$ cat src/rtl/arith_pkg.sv
package arith_pkg;
  localparam int OPC_W = 5;

  typedef enum logic [3:0] {
    KIND_MOV = 4'd0,
    KIND_ADD = 4'd1,
    KIND_SUB = 4'd2,
    KIND_MUL = 4'd3,
    KIND_DIV = 4'd4
  } op_kind_e;

  typedef enum logic [1:0] {
    ST_IDLE = 2'd0,
    ST_MUL  = 2'd1,
    ST_DIV  = 2'd2
  } exec_state_e;
endpackage

$ cat src/rtl/arith_regfile.sv
module arith_regfile #(
  parameter int DATA_W = 32,
  parameter int RIDX_W = 3
) (
  input  logic              clk_i,
  input  logic              rst_ni,
  input  logic              we_i,
  input  logic [RIDX_W-1:0] waddr_i,
  input  logic [DATA_W-1:0] wdata_i,
  input  logic [RIDX_W-1:0] raddr_a_i,
  output logic [DATA_W-1:0] rdata_a_o,
  input  logic [RIDX_W-1:0] raddr_b_i,
  output logic [DATA_W-1:0] rdata_b_o,
  input  logic [RIDX_W-1:0] raddr_c_i,
  output logic [DATA_W-1:0] rdata_c_o
);
  localparam int NREGS = 1 << RIDX_W;

  logic [DATA_W-1:0] regs_q [NREGS];

  always_ff @(posedge clk_i or negedge rst_ni) begin
    if (!rst_ni) begin
      for (int i = 0; i < NREGS; i++) regs_q[i] <= '0;
    end else if (we_i) begin
      regs_q[waddr_i] <= wdata_i;
    end
  end

  assign rdata_a_o = regs_q[raddr_a_i];
  assign rdata_b_o = regs_q[raddr_b_i];
  assign rdata_c_o = regs_q[raddr_c_i];

  AST_WADDR_KNOWN: assert property (@(posedge clk_i) disable iff (!rst_ni)
    we_i |-> !$isunknown(waddr_i));
endmodule

$ cat src/rtl/arith_divider.sv
module arith_divider #(
  parameter int DATA_W = 32,
  parameter int ITERS  = 15
) (
  input  logic              clk_i,
  input  logic              rst_ni,
  input  logic              load_i,
  input  logic [DATA_W-1:0] dividend_i,
  input  logic [DATA_W-1:0] divisor_i,
  input  logic              step_i,
  output logic [DATA_W-1:0] quot_o
);
  // bits resolved per clock; dividend is zero-padded to EXT_W so the
  // iteration count always divides evenly
  localparam int SPC   = (DATA_W + ITERS - 1) / ITERS;
  localparam int EXT_W = SPC * ITERS;

  logic [EXT_W-1:0]  q_q, q_n;
  logic [DATA_W:0]   r_q, r_n;
  logic [DATA_W-1:0] d_q;
  logic              neg_q;

  wire [DATA_W-1:0] mag_a = dividend_i[DATA_W-1] ? -dividend_i : dividend_i;
  wire [DATA_W-1:0] mag_b = divisor_i[DATA_W-1]  ? -divisor_i  : divisor_i;

  always_comb begin
    q_n = q_q;
    r_n = r_q;
    for (int s = 0; s < SPC; s++) begin
      r_n = {r_n[DATA_W-1:0], q_n[EXT_W-1]};
      q_n = {q_n[EXT_W-2:0], 1'b0};
      if (r_n >= {1'b0, d_q}) begin
        r_n    = r_n - {1'b0, d_q};
        q_n[0] = 1'b1;
      end
    end
  end

  always_ff @(posedge clk_i or negedge rst_ni) begin
    if (!rst_ni) begin
      q_q   <= '0;
      r_q   <= '0;
      d_q   <= '0;
      neg_q <= 1'b0;
    end else if (load_i) begin
      q_q   <= EXT_W'(mag_a);
      r_q   <= '0;
      d_q   <= mag_b;
      neg_q <= dividend_i[DATA_W-1] ^ divisor_i[DATA_W-1];
    end else if (step_i) begin
      q_q <= q_n;
      r_q <= r_n;
    end
  end

  assign quot_o = neg_q ? -q_n[DATA_W-1:0] : q_n[DATA_W-1:0];

  AST_DIV_REM_BOUND: assert property (@(posedge clk_i) disable iff (!rst_ni)
    (d_q != '0) |-> (r_q < {1'b0, d_q}));
endmodule

$ cat src/rtl/arith_perf.sv
module arith_perf #(
  parameter int CNT_W = 32
) (
  input  logic             clk_i,
  input  logic             rst_ni,
  input  logic             retire_i,
  output logic [CNT_W-1:0] cycles_o,
  output logic [CNT_W-1:0] retired_o
);
  always_ff @(posedge clk_i or negedge rst_ni) begin
    if (!rst_ni) begin
      cycles_o  <= '0;
      retired_o <= '0;
    end else begin
      cycles_o <= cycles_o + 1'b1;
      if (retire_i) retired_o <= retired_o + 1'b1;
    end
  end

  AST_RETIRE_LE_CYCLE: assert property (@(posedge clk_i) disable iff (!rst_ni)
    retired_o <= cycles_o);
endmodule

$ cat src/rtl/arith_exec_unit.sv
module arith_exec_unit
  import arith_pkg::*;
#(
  parameter int DATA_W  = 32,
  parameter int FIELD_W = 16,
  parameter int RIDX_W  = 3,
  parameter int MUL_LAT = 3,
  parameter int DIV_LAT = 16,
  parameter int CNT_W   = 32
) (
  input  logic                              clk_i,
  input  logic                              rst_ni,
  input  logic                              instr_valid_i,
  input  logic [OPC_W+RIDX_W+FIELD_W-1:0]   instr_i,
  output logic                              instr_ready_o,
  output logic                              busy_o,
  input  logic [RIDX_W-1:0]                 rd_addr_i,
  output logic [DATA_W-1:0]                 rd_data_o,
  output logic                              div_err_o,
  output logic [CNT_W-1:0]                  cycle_cnt_o,
  output logic [CNT_W-1:0]                  retired_cnt_o
);
  localparam int INSTR_W = OPC_W + RIDX_W + FIELD_W;
  localparam int MAX_LAT = (DIV_LAT > MUL_LAT) ? DIV_LAT : MUL_LAT;
  localparam int BCNT_W  = $clog2(MAX_LAT + 1);

  // decode
  wire [OPC_W-1:0]  opc      = instr_i[INSTR_W-1 -: OPC_W];
  wire [3:0]        kind     = opc[OPC_W-1:1];
  wire              imm_sel  = opc[0];
  wire [RIDX_W-1:0] ra_idx   = instr_i[FIELD_W +: RIDX_W];
  wire [FIELD_W-1:0] field   = instr_i[FIELD_W-1:0];
  wire [RIDX_W-1:0] rb_idx   = field[RIDX_W-1:0];
  wire [DATA_W-1:0] imm_ext  = {{(DATA_W-FIELD_W){field[FIELD_W-1]}}, field};

  logic [DATA_W-1:0] ra_data, rb_data, opb;
  logic              rf_we, retire, div_zero_fin;
  logic [RIDX_W-1:0] rf_waddr;
  logic [DATA_W-1:0] rf_wdata, div_quot;

  exec_state_e       st_q;
  logic [BCNT_W-1:0] cnt_q;
  logic [RIDX_W-1:0] dst_q;
  logic [DATA_W-1:0] mul_a_q, mul_b_q;
  logic              div_zero_q;

  assign busy_o        = (cnt_q != '0);
  assign instr_ready_o = !busy_o;
  assign opb           = imm_sel ? imm_ext : rb_data;

  wire accept    = instr_valid_i && instr_ready_o;
  wire finishing = (cnt_q == BCNT_W'(1));
  wire [DATA_W-1:0] product = mul_a_q * mul_b_q;

  arith_regfile #(.DATA_W(DATA_W), .RIDX_W(RIDX_W)) u_rf (
    .clk_i     (clk_i),
    .rst_ni    (rst_ni),
    .we_i      (rf_we),
    .waddr_i   (rf_waddr),
    .wdata_i   (rf_wdata),
    .raddr_a_i (ra_idx),
    .rdata_a_o (ra_data),
    .raddr_b_i (rb_idx),
    .rdata_b_o (rb_data),
    .raddr_c_i (rd_addr_i),
    .rdata_c_o (rd_data_o)
  );

  arith_divider #(.DATA_W(DATA_W), .ITERS(DIV_LAT-1)) u_div (
    .clk_i      (clk_i),
    .rst_ni     (rst_ni),
    .load_i     (accept && kind == KIND_DIV),
    .dividend_i (ra_data),
    .divisor_i  (opb),
    .step_i     (st_q == ST_DIV && busy_o),
    .quot_o     (div_quot)
  );

  arith_perf #(.CNT_W(CNT_W)) u_perf (
    .clk_i     (clk_i),
    .rst_ni    (rst_ni),
    .retire_i  (retire),
    .cycles_o  (cycle_cnt_o),
    .retired_o (retired_cnt_o)
  );

  always_comb begin
    rf_we        = 1'b0;
    rf_waddr     = ra_idx;
    rf_wdata     = '0;
    retire       = 1'b0;
    div_zero_fin = 1'b0;
    if (finishing) begin
      retire   = 1'b1;
      rf_waddr = dst_q;
      if (st_q == ST_MUL) begin
        rf_we    = 1'b1;
        rf_wdata = product;
      end else if (div_zero_q) begin
        div_zero_fin = 1'b1;
      end else begin
        rf_we    = 1'b1;
        rf_wdata = div_quot;
      end
    end else if (accept) begin
      case (kind)
        KIND_MOV: begin
          rf_we  = 1'b1;
          retire = 1'b1;
          if (imm_sel) rf_wdata = imm_ext;
          else begin
            rf_waddr = rb_idx;  // register move targets the second index
            rf_wdata = ra_data;
          end
        end
        KIND_ADD: begin rf_we = 1'b1; retire = 1'b1; rf_wdata = ra_data + opb; end
        KIND_SUB: begin rf_we = 1'b1; retire = 1'b1; rf_wdata = ra_data - opb; end
        KIND_MUL, KIND_DIV: ;
        default: retire = 1'b1;
      endcase
    end
  end

  always_ff @(posedge clk_i or negedge rst_ni) begin
    if (!rst_ni) begin
      st_q       <= ST_IDLE;
      cnt_q      <= '0;
      dst_q      <= '0;
      mul_a_q    <= '0;
      mul_b_q    <= '0;
      div_zero_q <= 1'b0;
      div_err_o  <= 1'b0;
    end else begin
      if (div_zero_fin) div_err_o <= 1'b1;
      if (accept && kind == KIND_MUL) begin
        st_q    <= ST_MUL;
        cnt_q   <= BCNT_W'(MUL_LAT - 1);
        dst_q   <= ra_idx;
        mul_a_q <= ra_data;
        mul_b_q <= opb;
      end else if (accept && kind == KIND_DIV) begin
        st_q       <= ST_DIV;
        cnt_q      <= BCNT_W'(DIV_LAT - 1);
        dst_q      <= ra_idx;
        div_zero_q <= (opb == '0);
      end else if (busy_o) begin
        cnt_q <= cnt_q - 1'b1;
        if (finishing) st_q <= ST_IDLE;
      end
    end
  end

  AST_NO_WRITE_MIDFLIGHT: assert property (@(posedge clk_i) disable iff (!rst_ni)
    (cnt_q > BCNT_W'(1)) |-> !rf_we);
  AST_BUSY_DROPS: assert property (@(posedge clk_i) disable iff (!rst_ni)
    finishing |=> !busy_o);
  AST_IDLE_READY: assert property (@(posedge clk_i) disable iff (!rst_ni)
    (st_q == ST_IDLE) |-> instr_ready_o);
  AST_DIVERR_STICKY: assert property (@(posedge clk_i) disable iff (!rst_ni)
    div_err_o |=> div_err_o);
endmodule

$ cat config.mk
export PLATFORM = sky130hd
export DESIGN_NAME = arith_exec_unit
export DESIGN_NICKNAME = d
export VERILOG_FILES = /design/src/rtl/arith_pkg.sv /design/src/rtl/arith_regfile.sv /design/src/rtl/arith_divider.sv /design/src/rtl/arith_perf.sv /design/src/rtl/arith_exec_unit.sv
export SDC_FILE = /design/constraint.sdc
export NUM_CORES = 2
export LEC_CHECK = 0
export BUFFER_PORTS_ARGS = -buffer_cell sky130_fd_sc_hd__buf_2
export CORE_MARGIN = 3
export CORE_UTILIZATION = 29
export DETAILED_ROUTE_END_ITERATION = 10
export PLACE_DENSITY_LB_ADDON = 0.25
export SLEW_MARGIN = 40
export SYNTH_ARGS = -nofsm -noshare
export SYNTH_HDL_FRONTEND = slang
export SYNTH_SLANG_ARGS = --single-unit
export TNS_END_PERCENT = 1
$ cat constraint.sdc
create_clock -name clk_i -period 9.7 [get_ports clk_i]
set_input_delay 0.485 -clock clk_i [delete_from_list [all_inputs] [get_ports clk_i]]
set_output_delay 0.485 -clock clk_i [all_outputs]
set_load 0.02 [all_outputs]
After elaboration in Yosys (flattened, before gate mapping)
Index checks and enable logic that the tools add are counted.
- latch bits: 0
- memories: 0
- ROM bits: 0
- output and inout bits: 99
- register bits after elaboration: 506
- memory bits (writable): 0
- logic and storage cells: 127
- $lt $le $gt $ge: 8
- add/sub/neg operators: 11
- div/mod/pow operators: 0
- equal/unequal tests: 7
- bitwise logic cells: 6
- reduce and logical (&&, ||, !) cells: 17
- muxes and demuxes: 56
- multiply operators: 1
- shift operators: 0
- operator list (operator ; number):
    two-way mux 32 bit ; 21
    binary-select mux 32 bit (select 3 bit) ; 3
    bitwise mux 256 bit ; 1
    subtractor 32 bit ; 4
    >= comparator 33 x 32 -> 1 bit ; 3
    demux 32 bit (select 3 bit) ; 1
    negation 32 bit ; 3
    one-hot mux 32 bit (3 select lines) ; 1
    two-way mux 45 bit ; 2
    adder 32 x 1 -> 32 bit (second input constant) ; 2
    adder 32 bit ; 1
    zero test 32 bit ; 1
    multiplier 32 x 32 -> 32 bit ; 1
    two-way mux 3 bit ; 6
    >= comparator 4 bit (second input constant) ; 4
    NOT 3 -> 4 bit ; 4
    two-way mux 5 bit ; 3
    two-way mux 1 bit ; 14
    == test 4 x 2 -> 1 bit (second input constant) ; 2
    two-way mux 2 bit ; 4
    nonzero test 3 bit ; 2
    == test 5 x 1 -> 1 bit (second input constant) ; 1
    logical AND 1 bit ; 5
    nonzero test 5 bit ; 1
    14 further kinds ; 16

Longest topological paths before layout
- depth in word-level cells: 12
- depth in mapped cells: 46
- gate-level depth less buffers: 40

Modules after synthesis
From an unflattened synthesis, not the netlist that was laid out.
- cells, all modules: 5344
- area total of the unflattened synthesis: 54086.9 µm²
- by module, submodules not included (module ; times used ; cells an instance ; area an instance (µm²)):
    arith_exec_unit ; 1 ; 2588 ; 22654.2
    arith_regfile ; 1 ; 893 ; 15796.4
    arith_divider ; 1 ; 1612 ; 12737.2
    arith_perf ; 1 ; 251 ; 2899.0

Least setup slack after synthesis
Ideal clock, no wire load.
- kind: reg-to-reg
- from: register u_div.d_q[1]
- to: register u_rf.regs_q[210] in the netlist's numbering
- data required time: 9.575 ns
- slack: 0.329 ns
- stages on the path, launching flop included: 41
- setup time: 0.125 ns
- period minus slack after synthesis: 9.371 ns
- arrival: 9.247 ns
- cell sequence: dfrtp_1 > inv_1 > ha_1 > nor2b_1 > o31a_1 > o2111ai_1 > nand3_1 > nand4b_1 > nand2_2 > buf_2 > clkbuf_1 > mux2_2 > ha_1 > a211oi_1 > o21ai_0 > a41oi_1 > o21ai_1 > o211ai_1 > [5 not listed] > a21o_1 > a21o_1 > a21o_1 > o21ai_0 > a21oi_1 > o41ai_1 > nand4bb_1 > or4_1 > and3_1 > buf_2 > inv_2 > ha_1 > nand3_1 > or3_1 > nor4_1 > mux2i_1 > o21ai_1 > mux2_2
- word-level cells in the longest chain between the ends: 12
- elaborated cells on any way between the ends: 16
- those cells by class: add/sub: 3; order compare: 3; mux: 10
- ends and longest elaborated chain (element ; RTL line ; RTL):
    start, declared ; arith_divider.sv:20 ; logic [DATA_W-1:0] d_q;
    start signal, assigned ; arith_divider.sv:48 ; d_q <= mag_b;
    subtractor 32 bit or >= comparator 33 x 32 -> 1 bit (tied branches) ; arith_divider.sv:33, arith_divider.sv:32 ;
    two-way mux 32 bit ; arith_divider.sv:32 ; if (r_n >= {1'b0, d_q}) begin
    subtractor 32 bit or >= comparator 33 x 32 -> 1 bit (tied branches) ; arith_divider.sv:33, arith_divider.sv:32 ;
    two-way mux 32 bit ; arith_divider.sv:32 ;
    >= comparator 33 x 32 -> 1 bit ; arith_divider.sv:32 ;
    two-way mux 1 bit ; arith_divider.sv:32 ;
    negation 32 bit (*) ; arith_divider.sv:56 ; assign quot_o = neg_q ? -q_n[DATA_W-1:0] : q_n[DATA_W-1:0];
    two-way mux 32 bit (*) ; arith_divider.sv:56 ;
    two-way mux 32 bit (*) ; arith_exec_unit.sv:99 ; end else if (div_zero_q) begin
    two-way mux 32 bit (*) ; arith_exec_unit.sv:96 ; if (st_q == ST_MUL) begin
    two-way mux 32 bit (*) ; arith_exec_unit.sv:93 ; if (finishing) begin
    bitwise mux 256 bit (*) ; arith_regfile.sv:25 ; regs_q[waddr_i] <= wdata_i;
    end signal, assigned by index ; arith_regfile.sv:25 ;
    end, declared ; arith_regfile.sv:19 ; logic [DATA_W-1:0] regs_q [NREGS];
Every way passes the cells marked *; elsewhere a longest branch is shown, timed or not.
A chain may end at the register's enable or synchronous reset.

Worst setup path in the final report
- from: register u_div.d_q[29]
- to: register u_rf.regs_q[72] in the netlist's numbering
The elaborated chain is that of the path after synthesis.

==> results.md <==
- Final Max Tran Viols: 0
- Worst R2R Setup Slack: 370 ps
- Worst Skew: 38.9 ps
- Min Tclk post-route: 9330 ps
- Worst Path Required: 10,240 ps
- Total number of vias: 42,400
- Post-route DRC: 0
- Synth Net Count: about 6,200
- Root Buffer: clkbuf_16
- Actual slew at the worst max-slew pin: 937 ps
- Largest net degree at the start of global routing: 113
- Compound-gate portion of the synthesized area: 11.9%
- Main combinational cell family by area after synthesis: adder cells
- Register area share after synthesis: 24.5%
- Mux share of post-synthesis cell area: 14.8%
- DP HPWL: 137 mm
- Global-route wire length before repair: 274 mm
- CTS buffer count: 56
- Critical-path top delay cell: or4_4
- Reg2Reg Depth: between 40 and 50
- Die Area: 184,000 sq um
- Crit Path Max Fanout: 8
- Clock Pin Slew Worst Setup and Hold Paths: 60 ps
- Number of distinct library cells after synthesis: 90
- Post-Synth Adder-Cell Area: about 22%
- Vias in the first global route: 44,000
- RD Place Congestion: between 0.9 and 1
- Period Utilization, post-route: between 90% and 100%
- Clk sinks: just over 500
- H-Tree Depth: 2
- Final Routed Wirelength: 179 mm
- GRT Total Usage: 19.2%
- Share of layout cells above drive strength 1: 21.7%
- Main flop type after synthesis: dfrtp_1
- Post-synthesis instance area: 51,800 sq um
- Mean routed wirelength per cell: approximately 22 microns
- Layout Nets: 6,564
- Placement Rows: 154
- Max-cap violations: 0
- Critical path class: flip-flop to flip-flop
- Hold path cells: 3
- XOR/XNOR Fraction of Synth Area: under 10%
- DR pass1 iterations: 6
- Synth async-reset ratio: 100%
- Worst Hold Class: input port to flip-flop
- Post-route setup TNS: 0 ps
- Area fraction of the dominant cell type after synthesis: 24.5%
- Clk buf depth: 3
- Core Region: 177,000 sq um
- Slew margin rel.: 35.7%
- Die Y: 428 microns
- Yosys reg bits: 506
- Initial antenna violation count: 10
- Chip Width: 428 microns
- Port buffer count: between 100 and 150
- Max incr delay on CP: 480 ps
- Nature of the critical path startpoint: flip-flop
- Most frequent CP cell: buf_4
- Leading area contributor after synthesis: dfrtp_1
- Gr ovfl total: 0
- Crit end category: flip-flop
- Synth Area in Simple Gates: between 10 and 15%
- Warnings from Yosys: 0
- CTS tree: built
- Cells after synthesis: 5,506
- Final hold vios: 0
- Final core utilization: between 30% and 40%
- Initial Util: 29.3%
- IO Count: 129
- ANT nets after route: 0
- Final Setup Violations: 0
- Highest clock rate: 107 MHz
- Starting DRT DRC Count: 3,002
- Fill count: 18,200
- Syn Area/Cell: 9.40 sq um
- Area contributors post-synth: dfrtp_1 (24%), fa_1 (16%), mux4_2 (8.3%), ha_1 (6.2%), nand2_1 (5.4%)
- DR vias/cell: slightly above 5
- Area delta synth->final: 16.6%
- Worst path arrival time: between 9000 and 10,000 ps
- Worst-Skew Late Latency: about 670 ps
- Status: complete, no violations
- EDFF count, synth: 0
-- critical path, delay by kind of cell, from the launching register on --
kind                     cells  cell delay (ps)
AO/OA/AOI/OAI               18             3470
multiplexers                 2              560
buffers and inverters       13             1940
adder cells (fa/ha/maj)      4              950
flip-flops                   1              340
AND/OR/NAND/NOR              7             1720
XOR/XNOR                     2              270
-- cell families after synthesis --
logic type	count (synthesis)
simple gates	1594
fa+ha+maj	670
compound gates	1000
mux	497
xor+xnor	350
buf+inv	889
flops	506
-- synthesized netlist by cell type (9+ instances only) --
cell type	count
a22oi_1	29
and2_1	148
mux2i_1	73
or4_1	12
o31ai_1	27
nor3_1	41
a21o_1	68
a31o_2	9
fa_1	412
buf_1	33
or3_1	31
ha_1	258
xor2_1	120
mux2_2	232
a31oi_1	26
nand4_1	34
o21ai_0	299
clkbuf_1	243
o21bai_1	15
nand2_1	742
mux4_2	191
a21oi_1	289
buf_2	24
inv_1	572
o22ai_1	12
nand2b_1	47
nor2_1	308
a211oi_1	21
a311o_1	10
o21a_1	27
o211ai_1	20
o21ai_1	39
nor2b_1	23
dfrtp_1	506
a21boi_0	9
a211o_1	10
o221ai_1	12
and3_1	44
nand3_1	103
xnor2_1	230
nor4_1	12
-- final cells by class --
cell class                      count  area, sq um  area share (%)
Antenna cell                        2         5.00         0.00830
Clock inverter                     22          289           0.479
Multi-Input combinational cell   4111        36200            60.0
Tap cell                         2340         2930            4.85
Clock buffer                       81         1650            2.73
Sequential cell                   506        12700            21.0
Inverter                          577         2170            3.59
Timing Repair Buffer              612         4410            7.30
-- timing repair --
item / in CTS / in global routing
endpoints found under the setup margin: 120 / 120
gates resized for setup: 17 / 86
hold buffers: 1 / 0
setup buffers: 1 / 10
hold endpoints to repair: 57 / 0
pin swaps: 2 / 25
-- sequential cells by signal, indices dropped and copies added (netlist names), 2 cells and up --
signal	cells
u_rf.regs_q	256
u_div.q_q	45
mul_a_q	32
mul_b_q	32
u_div.d_q	32
u_div.r_q	32
u_perf.cycles_o	32
u_perf.retired_o	32
cnt_q	5
dst_q	3
st_q	2
-- path summary, 6_finish.rpt --
kind / start / to
worst min-delay path: instr_i[21] / st_q[0]
max in group asynchronous: rst_ni / mul_a_q[5]
worst max-delay path: u_div.d_q[29] / u_rf.regs_q[72]
worst min register to register: u_perf.retired_o[31] / u_perf.retired_o[31]
worst max register to register: u_div.d_q[29] / u_rf.regs_q[72]
min in group asynchronous: rst_ni / u_perf.cycles_o[2]
-- routing by layer --
layer  wire length [microns]  part of all wire [%]  GRT usage [%]
met4                    6450                   3.6           6.38
met5                      13                0.0073              0
met2                   83300                    47           31.7
met3                    8660                   4.8           1.71
met1                   80500                    45           26.4
-- cells in the final DEF (no fill, tap or decap), types with 12 or more instances in the layout --
cell type	synthesis	routed
o21a_1	27	27
nand4_1	34	34
a31oi_1	26	26
a21oi_1	289	272
inv_1	572	570
fa_1	412	411
o221ai_1	12	12
o21bai_1	15	14
buf_2	24	121
o21ai_1	39	49
nor2_1	308	300
clkbuf_16	0	56
or3_1	31	30
o211ai_1	20	20
a21oi_2	2	18
o21ai_0	299	282
mux2_2	232	232
a21o_1	68	68
o31ai_1	27	22
mux4_2	191	191
o22ai_1	12	12
xor2_1	120	119
nand2_1	742	738
a22oi_1	29	28
nand3_1	103	100
xnor2_1	230	230
ha_1	258	249
a211oi_1	21	17
nor2b_1	23	23
dfrtp_1	506	496
buf_4	5	475
clkbuf_8	0	15
mux2i_1	73	72
and3_1	44	43
nor3_1	41	38
and2_1	148	146
nand2b_1	47	46
-- through the flow --
stage | area (sq um) | setup slack [ps] | hold slack (ps) | cells
2_1_floorplan | 51800 | 329 | 189 | 5506
3_3_place_gp | 57700 | -432 | 459 | 8132
3_5_place_dp | 57800 | -427 | 460 | 8133
4_1_cts | 59800 | 17.0 | 192 | 8238
5_1_grt | 60300 | -40.3 | 227 | 8251
6_report | 60300 | 367 | 240 | 8251
Power is left out: the tool's default activity adds up to more than one toggle a clock period on the data nets, which glitch-free logic cannot reach.
